**config.mk**
```make
export PLATFORM = sky130hd
export DESIGN_NAME = lcdRasterGen
export DESIGN_NICKNAME = d
export VERILOG_FILES = /design/src/rtl/lcdRasterPkg.sv /design/src/rtl/lcdRasterCtrl.sv /design/src/rtl/lcdRasterPath.sv /design/src/rtl/lcdRasterGen.sv
export SDC_FILE = /design/constraint.sdc
export NUM_CORES = 1
export LEC_CHECK = 0
export ABC_AREA = 1
export BUFFER_PORTS_ARGS = -buffer_cell sky130_fd_sc_hd__buf_2
export CAP_MARGIN = 20
export CORE_MARGIN = 1
export CORE_UTILIZATION = 50
export CTS_CLUSTER_SIZE = 40
export DETAILED_ROUTE_END_ITERATION = 8
export GPL_TIMING_DRIVEN = 0
export PLACE_DENSITY = 0.71
export SLEW_MARGIN = 20
export SYNTH_ARGS = -nofsm -noshare
export SYNTH_HDL_FRONTEND = slang
export SYNTH_HIERARCHICAL = 1
export SYNTH_SLANG_ARGS = --single-unit
```
**constraint.sdc**
```tcl
create_clock -name clk -period 6 [get_ports clk]
set_clock_uncertainty 0.05 [all_clocks]
set_input_delay 0.6 -clock clk [delete_from_list [all_inputs] [get_ports clk]]
set_output_delay 0.6 -clock clk [all_outputs]
set_load 0.05 [all_outputs]
```
**src/rtl/lcdRasterPkg.sv**
```systemverilog
package lcdRasterPkg;

  // Programmed timing fields, held in their stored (encoded) form
  typedef struct packed {
    logic [5:0] ppl;   // active width in 16-pixel units, minus one
    logic [7:0] hsw;   // horizontal sync, minus one
    logic [7:0] hbp;   // horizontal back porch, minus one
    logic [7:0] hfp;   // horizontal front porch, minus one
    logic [9:0] lpp;   // lines per panel, minus one
    logic [5:0] vsw;   // vertical sync, minus one
    logic [7:0] vbp;   // vertical back porch, plain count
    logic [7:0] vfp;   // vertical front porch, plain count
    logic       ivs;
    logic       ihs;
    logic       ioe;
    logic       dual;
  } timingT;

  // Strobes from control to datapath
  typedef struct packed {
    logic tick;   // advance raster by one pixel
    logic clear;  // force raster to origin
    logic run;    // scanning is enabled
  } strobeT;

endpackage

```
**src/rtl/lcdRasterCtrl.sv**
```systemverilog
module lcdRasterCtrl
  import lcdRasterPkg::*;
#(
  parameter int DIV_W = 5
) (
  input  logic        clk,
  input  logic        rstN,
  input  logic        wrEn,
  input  logic [1:0]  wrAddr,
  input  logic [31:0] wrData,
  output timingT      cfg,
  output strobeT      stb
);
  localparam int DC_W = DIV_W + 1;

  logic [DIV_W-1:0] divSel;
  logic             bypass;
  logic             enReg;
  logic [DC_W-1:0]  divCnt;
  logic             tick;
  logic             offWrite;

  always_ff @(posedge clk or negedge rstN) begin
    if (!rstN) begin
      cfg    <= '0;
      divSel <= '0;
      bypass <= 1'b0;
      enReg  <= 1'b0;
    end else if (wrEn) begin
      case (wrAddr)
        2'd0: begin
          cfg.ppl <= wrData[7:2];
          cfg.hsw <= wrData[15:8];
          cfg.hbp <= wrData[23:16];
          cfg.hfp <= wrData[31:24];
        end
        2'd1: begin
          cfg.lpp <= wrData[9:0];
          cfg.vsw <= wrData[15:10];
          cfg.vbp <= wrData[23:16];
          cfg.vfp <= wrData[31:24];
        end
        2'd2: begin
          divSel  <= wrData[DIV_W-1:0];
          cfg.ivs <= wrData[11];
          cfg.ihs <= wrData[12];
          cfg.ioe <= wrData[14];
          bypass  <= wrData[26];
        end
        default: begin
          enReg    <= wrData[0];
          cfg.dual <= wrData[1];
        end
      endcase
    end
  end

  assign tick     = enReg && (bypass || (divCnt == DC_W'(divSel) + DC_W'(1)));
  assign offWrite = wrEn && (wrAddr == 2'd3) && !wrData[0];

  always_ff @(posedge clk or negedge rstN) begin
    if (!rstN)              divCnt <= '0;
    else if (!enReg || tick) divCnt <= '0;
    else                    divCnt <= divCnt + DC_W'(1);
  end

  assign stb.tick  = tick;
  assign stb.clear = !enReg || offWrite;
  assign stb.run   = enReg;

endmodule

```
**src/rtl/lcdRasterPath.sv**
```systemverilog
module lcdRasterPath
  import lcdRasterPkg::*;
#(
  parameter int H_W = 12,
  parameter int V_W = 12
) (
  input  logic           clk,
  input  logic           rstN,
  input  timingT         cfg,
  input  strobeT         stb,
  output logic [H_W-1:0] pixelCnt,
  output logic [V_W-1:0] lineCnt,
  output logic [V_W:0]   lowerLine,
  output logic           hSync,
  output logic           vSync,
  output logic           dataEn,
  output logic           frameStart
);
  logic [H_W-1:0] hCnt, hAct, hFpEnd, hSyEnd, hTot;
  logic [V_W-1:0] vCnt, vAct, vFpEnd, vSyEnd, vTot;
  logic           hLast, vLast;

  // Region boundaries, decoded from the stored fields
  assign hAct   = H_W'({cfg.ppl, 4'b0000}) + H_W'(16);
  assign hFpEnd = hAct   + H_W'(cfg.hfp) + H_W'(1);
  assign hSyEnd = hFpEnd + H_W'(cfg.hsw) + H_W'(1);
  assign hTot   = hSyEnd + H_W'(cfg.hbp) + H_W'(1);

  assign vAct   = V_W'(cfg.lpp) + V_W'(1);
  assign vFpEnd = vAct   + V_W'(cfg.vfp);
  assign vSyEnd = vFpEnd + V_W'(cfg.vsw) + V_W'(1);
  assign vTot   = vSyEnd + V_W'(cfg.vbp);

  assign hLast = (hCnt == hTot - H_W'(1));
  assign vLast = (vCnt == vTot - V_W'(1));

  always_ff @(posedge clk or negedge rstN) begin
    if (!rstN) begin
      hCnt <= '0;
      vCnt <= '0;
    end else if (stb.clear) begin
      hCnt <= '0;
      vCnt <= '0;
    end else if (stb.tick) begin
      if (hLast) begin
        hCnt <= '0;
        vCnt <= vLast ? '0 : vCnt + V_W'(1);
      end else begin
        hCnt <= hCnt + H_W'(1);
      end
    end
  end

  assign pixelCnt   = hCnt;
  assign lineCnt    = vCnt;
  assign lowerLine  = cfg.dual ? ({1'b0, vCnt} + {1'b0, vAct}) : {1'b0, vCnt};
  assign hSync      = (stb.run && hCnt >= hFpEnd && hCnt < hSyEnd) ^ cfg.ihs;
  assign vSync      = (stb.run && vCnt >= vFpEnd && vCnt < vSyEnd) ^ cfg.ivs;
  assign dataEn     = (stb.run && hCnt < hAct && vCnt < vAct) ^ cfg.ioe;
  assign frameStart = stb.run && (hCnt == '0) && (vCnt == '0);

endmodule

```
**src/rtl/lcdRasterGen.sv**
```systemverilog
module lcdRasterGen
  import lcdRasterPkg::*;
#(
  parameter int H_W   = 12,
  parameter int V_W   = 12,
  parameter int DIV_W = 5
) (
  input  logic           clk,
  input  logic           rstN,
  input  logic           wrEn,
  input  logic [1:0]     wrAddr,
  input  logic [31:0]    wrData,
  output logic           pixClkEn,
  output logic           hSync,
  output logic           vSync,
  output logic           dataEn,
  output logic           frameStart,
  output logic [H_W-1:0] pixelCnt,
  output logic [V_W-1:0] lineCnt,
  output logic [V_W:0]   lowerLine
);
  timingT cfg;
  strobeT stb;

  lcdRasterCtrl #(.DIV_W(DIV_W)) u_ctrl (
    .clk(clk), .rstN(rstN), .wrEn(wrEn), .wrAddr(wrAddr), .wrData(wrData),
    .cfg(cfg), .stb(stb)
  );

  lcdRasterPath #(.H_W(H_W), .V_W(V_W)) u_path (
    .clk(clk), .rstN(rstN), .cfg(cfg), .stb(stb),
    .pixelCnt(pixelCnt), .lineCnt(lineCnt), .lowerLine(lowerLine),
    .hSync(hSync), .vSync(vSync), .dataEn(dataEn), .frameStart(frameStart)
  );

  assign pixClkEn = stb.tick;

endmodule

```
======== Yosys cells after proc, flatten, opt, wreduce, memory -nomap -nowiden ========
Cells that the tools add are included.
W data, S select, Z words.
operators by class
  mux-type cells .......................... 9
  $lt $le $gt $ge ......................... 6
  $add $sub $neg .......................... 19
  reductions and logical operators ........ 27
  bitwise logic cells ..................... 4
  eq/ne operators ......................... 6
operator list
  operator                 number
  $mux W12                 7
  $add A12 B1 Y12 const B  6
  $add A12 B8 Y12          5
  $lt A12 B12 Y1           4
  $eq A12 B12 Y1           2
  $ge A12 B12 Y1           2
  $logic_not A12 Y1        2
  $sub A12 B1 Y12 const B  2
  $add A12 B12 Y13         1
  $mux W13                 1
  $add A12 B6 Y12          1
  $add A10 B1 Y11 const B  1
  $add A10 B5 Y11 const B  1
  $logic_and A1 B1 Y1      11
  $reduce_and A2 Y1        5
  $add A5 B1 Y6 const B    1
  $add A6 B1 Y6 const B    1
  $eq A6 B6 Y1             1
  $mux W6                  1
  $eq A2 B2 Y1 const B     2
  $reduce_bool A2 Y1       2
  $logic_or A1 B1 Y1       3
  $reduce_or A3 Y1         1
  $xor A1 B1 Y1            3
  4 further kinds          5
word-level totals
  register bits after elaboration ......... 103
  input port bits ......................... 37

======== Logic depth before layout (Yosys ltp) ========
  depth in word-level cells ............... 12
  depth in mapped cells ................... 35
  gate-level depth less buffers ........... 34

======== Modules after synthesis ========
The synthesis kept the hierarchy.
by module, submodules not included
  module         times used  cells an instance  seq. area each (um^2)  area each (um^2)
  lcdRasterPath  1           1116               600.6                  7055.5
  lcdRasterCtrl  1           344                1976.9                 3159.3

======== Least setup slack after synthesis ========
No wires, ideal clock.
  kind .................................... reg-to-reg
  start point ............................. reg u_ctrl/cfg[26] (netlist name)
  end point ............................... reg u_path.vCnt[1], in the netlist u_path/lineCnt[1]
  path slack .............................. 1172 ps
  required time ........................... 5831 ps
  arrival ................................. 4659 ps
  stages on the path, launching flop included .. 35
  cells stage by stage .................... dfrtp_1 > ha_1 > nand3_1 > nor2_2 > inv_1 > nand2_1 > inv_1 > ha_1 > nand2_1 > nand2_1 > a31o_2 > xnor2_1 > inv_1 > ha_1 > nand2_1 > o21ai_0 > a21oi_1 > nor2_1 > nor2_1 > or2_2 > nand2_1 > ha_1 > a21o_1 > or2_2 > nand2_1 > nand2_1 > nand2_1 > nand3b_1 > nor2_1 > nand2_1 > nor2_1 > nand3_2 > buf_6 > nand2_1 > nand2_1
between the ends
  word-level cells in the longest chain between the ends .. 11
ends and longest elaborated chain
  element               RTL line             RTL
  $add A10 B1 Y11       lcdRasterPath.sv:29  assign vAct = V_W'(cfg.lpp) + V_W'(1);
  $add A12 B8 Y12       lcdRasterPath.sv:30  assign vFpEnd = vAct + V_W'(cfg.vfp);
  $add A12 B6 Y12       lcdRasterPath.sv:31  assign vSyEnd = vFpEnd + V_W'(cfg.vsw) + V_W'(1);
  $add A12 B1 Y12       lcdRasterPath.sv:31
  $add A12 B8 Y12       lcdRasterPath.sv:32  assign vTot = vSyEnd + V_W'(cfg.vbp);
  $sub A12 B1 Y12       lcdRasterPath.sv:35  assign vLast = (vCnt == vTot - V_W'(1));
  $eq A12 B12 Y1        lcdRasterPath.sv:35
  $mux W12              lcdRasterPath.sv:47  vCnt <= vLast ? '0 : vCnt + V_W'(1);
  $mux W12              lcdRasterPath.sv:45  if (hLast) begin
  $mux W12              lcdRasterPath.sv:44  end else if (stb.tick) begin
  $mux W12              lcdRasterPath.sv:41  end else if (stb.clear) begin
  end signal, assigned  lcdRasterPath.sv:47
  end, declared         lcdRasterPath.sv:20  logic [V_W-1:0] vCnt, vAct, vFpEnd, vSyEnd, vTot;
No other way between the ends. The select of a mux whose other input is x is not followed.
A chain may end at the register's enable or synchronous reset.

======== Final worst setup path ========
  start point ............................. reg u_ctrl/cfg[26] (netlist name)
  end point ............................... reg u_path.vCnt[2], in the netlist u_path/lineCnt[2]
between the ends
  word-level cells in the longest chain between the ends .. 11
ends and longest elaborated chain
  element          RTL line
  $add A10 B1 Y11  lcdRasterPath.sv:29
  $add A12 B8 Y12  lcdRasterPath.sv:30
  $add A12 B6 Y12  lcdRasterPath.sv:31
  $add A12 B1 Y12  lcdRasterPath.sv:31
  $add A12 B8 Y12  lcdRasterPath.sv:32
  $sub A12 B1 Y12  lcdRasterPath.sv:35
  $eq A12 B12 Y1   lcdRasterPath.sv:35
  $mux W12         lcdRasterPath.sv:47
  $mux W12         lcdRasterPath.sv:45
  $mux W12         lcdRasterPath.sv:44
  $mux W12         lcdRasterPath.sv:41
No other way between the ends. The select of a mux whose other input is x is not followed.

==> summary.txt <==
Status - finished, final reports clean
Tightest Hold Check Type - in2async
Distinct cell type count after synthesis - 53
Syn_area_per_cell - 7.00 µm²
Finished Core Util - 0.573
Worst path max stage delay - 0.47 ns
Power Density - 425 nW/µm²
IO Port Bufs - 78
Starting Density - 0.518
IO Pins - 79
Post-route DRC violation count - 0
DRT Pass-1 Iters - 6
Number of enable flip-flop cells after synthesis - 0
Max-cap violations - 0
Critical path peak fanout - 10
Largest net degree at the start of global routing - 79
Antenna Nets Post-Route - 0
Final hold violations - 0
Clock Power Share - 0.124
Total Nets Final - 1721
Final setup fails - 0
Rel. slew slack - 0.335
Initial drt markers - 623
CP Class - reg2reg
Layout cells sized above 1 - 0.119
Combinational power share - 0.693
CP Capture Type - register
Die Ht - 145 µm
Critical path's most frequent cell - nand2_1
Crit path launch type - register
GR peak layer - met2
Total congestion overflow - 0
Clk_lat worst skew - 0.36 ns
Global router's overall resource usage - 0.255
Num CTS Buffers - 9
Die area - 21000 µm²
Fmax - 0.179 GHz
Post-Syn Instances - 1460
Antenna cells - 0
GP Congestion - 0.884
Via count - 9478
Number of global-route vias before repair - 8728
Layout overhead on the synthesized area - 10.5%
Grt met1 use - 0.361
Final period utilization - 0.933
Rows - 51
WP data arrival - 5.79 ns
GRT met2 Usage - 0.410
Core box area - 19700 µm²
Register area share after synthesis - 0.252
Minimum clock period - 5.60 ns
First-pass GRT wire length - 43000 µm
CTS tree - built
Max IR drop VDD - 0.000242 V
Ys async rst share - 1.00
DP Area - 11000 µm²
Post-route cell area - 11300 µm²
Cell Int Power - 2.35 mW
DR vias/cell - 5.20
H-tree depth - 3
Placed Cells incl. Taps - 1805
TritonCTS Sinks - 103
TNS Setup - 0 ns
Met3 Usage GRT - 0.0406
Clk buf depth - 2
Crit-path slowest cell - dfrtp_2
Routed Wire Length - 26500 µm
Switching power - 2.45 mW
Clock transition at the registers of the reported paths - 0.08 ns
Ys Warns - 6
Root Driver - clkbuf_16
Initial antenna violation count - 0
Finished Layout Cells - 1821
Hold_buf cts - 0
Synthesized flop and latch total - 103
Post-Syn Area - 10200 µm²
Detailed Place HPWL - 21700 µm
Worst Tran Pin Value - 0.987 ns
Main synth FF type - dfrtp_1
Required @ worst endpoint - 6.19 ns
Leakage - 6.26 nW
RSZ-0062 raised after global routing - false
WL/cell - 14.6 µm
Reg power frac - 0.182
Sw Share - 0.510
Slew Viols, Final - 0
Die X - 145 µm
[cell families (layout without fill, tap and decap cells)]
group / Yosys count / after routing / share of synthesized area
simple gates: 667 / 667 / 0.300
compound gates: 209 / 209 / 0.113
other cells: 1 / 2 / 0.000367
fa+ha+maj: 133 / 133 / 0.167
buf+inv: 278 / 373 / 0.105
xor+xnor: 69 / 69 / 0.0619
flops: 103 / 103 / 0.252
[per-stage QoR]
step	power [mW]	setup WS, ns	hold WS [ns]
finish	4.80	0.401	0.0562
global route	5.29	0.0558	0.0654
CTS	4.77	0.339	0.0572
detailed placement	4.15	0.367	0.426
global placement	4.06	0.449	0.420
floorplan	3.48	1.17	0.254
[layout by cell type, fill, tap and decap left out, types with 3 or more instances in the layout]
cell       count
a211oi_1       3
a21o_1         7
a21oi_1       59
a31o_2         3
a31oi_1        3
buf_2         83
buf_6          3
clkbuf_1      16
clkbuf_16      9
clkinv_1      11
dfrtp_1      102
fa_1           6
ha_1         127
inv_1        234
inv_2          6
nand2_1      387
nand2_2       19
nand2_4        7
nand3_1       77
nand3_2       12
nand3b_1       7
nand4_1       27
nor2_1        85
nor2_2         9
nor2_4         9
nor3_1        11
nor4_1         6
o211ai_1       3
o21ai_0      110
o21ai_1        3
o21bai_1       5
or2_2          3
xnor2_1       20
xor2_1        46
[routing by layer]
| metal | routed length, µm | part of all wire | vias up |
|---|---|---|---|
| met5 | 0 | 0 | - |
| met4 | 329 | 0.012 | 0 |
| met3 | 1360 | 0.051 | 21 |
| met2 | 11900 | 0.45 | 220 |
| met1 | 12900 | 0.49 | 4366 |
| li1 | - | - | 4871 |
[worst paths after layout]
| path | from | endpoint | slack [ns] | cells after the start |
|---|---|---|---|---|
| setup / recovery | u_ctrl/cfg[26] | u_path/lineCnt[2] | 0.40 | 30 |
| hold / removal | rstN | u_ctrl/cfg[47] | 0.06 | 1 |
| setup reg to reg | u_ctrl/cfg[26] | u_path/lineCnt[2] | 0.40 | 30 |
| hold reg to reg | u_ctrl/cfg[12] | u_ctrl/cfg[12] | 0.44 | 2 |
| max in group asynchronous | rstN | u_ctrl/cfg[26] | 5.16 | 2 |
| min in group clk | u_ctrl/cfg[12] | u_ctrl/cfg[12] | 0.44 | 2 |
[cell usage after synthesis, drive strengths merged, types with 2 or more instances]
cell type  count  area (µm²)
buf           10        67.6
nand2        414        1670
a21oi         60         304
a221oi         2        17.5
and2           2        12.5
xor2          46         403
xnor2         21         184
dfrtp        103        2580
a21boi         2        15.0
a31oi          3        18.8
clkbuf        16        60.1
nor3          12        65.1
xnor3          2        45.0
a31o           3        26.3
ha           127        1590
or2            3        18.8
fa             6         120
a21o           7        52.6
o21ai        115         591
nand3b         7        52.6
a211oi         3        22.5
o31ai          2        15.0
nand3         91         541
nand4         29         194
inv          241         907
o21bai         5        37.5
clkinv        11        41.3
o211ai         3        22.5
nor2         103         472
nor4           6        37.5
[power groups by stage]
stage / combinational (mW) / sequential (mW) / clock, mW
after floorplan: 2.61 / 0.871 / 0
after global placement: 3.17 / 0.889 / 0
after detailed placement: 3.26 / 0.890 / 0
after CTS: 3.28 / 0.877 / 0.605
after global routing: 3.77 / 0.889 / 0.633
final: 3.33 / 0.876 / 0.596
[area by class of cell]
| class | count | area [µm²] |
|---|---|---|
| plain buffers | 26 | 128 |
| flip-flops and latches | 103 | 2580 |
| repair buffers | 79 | 424 |
| clock inverters | 7 | 77.6 |
| clock buffers | 9 | 225 |
| multi-input cells | 1080 | 6580 |
| fillers | 1946 | 8430 |
| well taps | 265 | 332 |
| inverters | 252 | 948 |
[critical path: cells and delay by family, from the launching register on]
family / cells / cell delay [ns]
AND/OR/NAND/NOR: 16 / 1.53
flip-flops: 1 / 0.47
AO/OA/AOI/OAI: 4 / 0.68
XOR/XNOR: 3 / 0.99
buffers and inverters: 2 / 0.23
adder cells (fa/ha/maj): 5 / 1.53
[sequential cells by signal, indices dropped and copies added (netlist names)]
name,flops
u_ctrl/cfg,66
u_ctrl/enReg,1
u_path/lineCnt,12
u_ctrl/divSel,5
u_path/pixelCnt,12
u_ctrl/divCnt,6
u_ctrl/bypass,1
[what timing repair did]
action	CTS	global route
gates resized for setup	0	4
buffers inserted	0	0
endpoints found under the setup margin	0	11
Note: power is estimated with default switching activity, not from simulation.
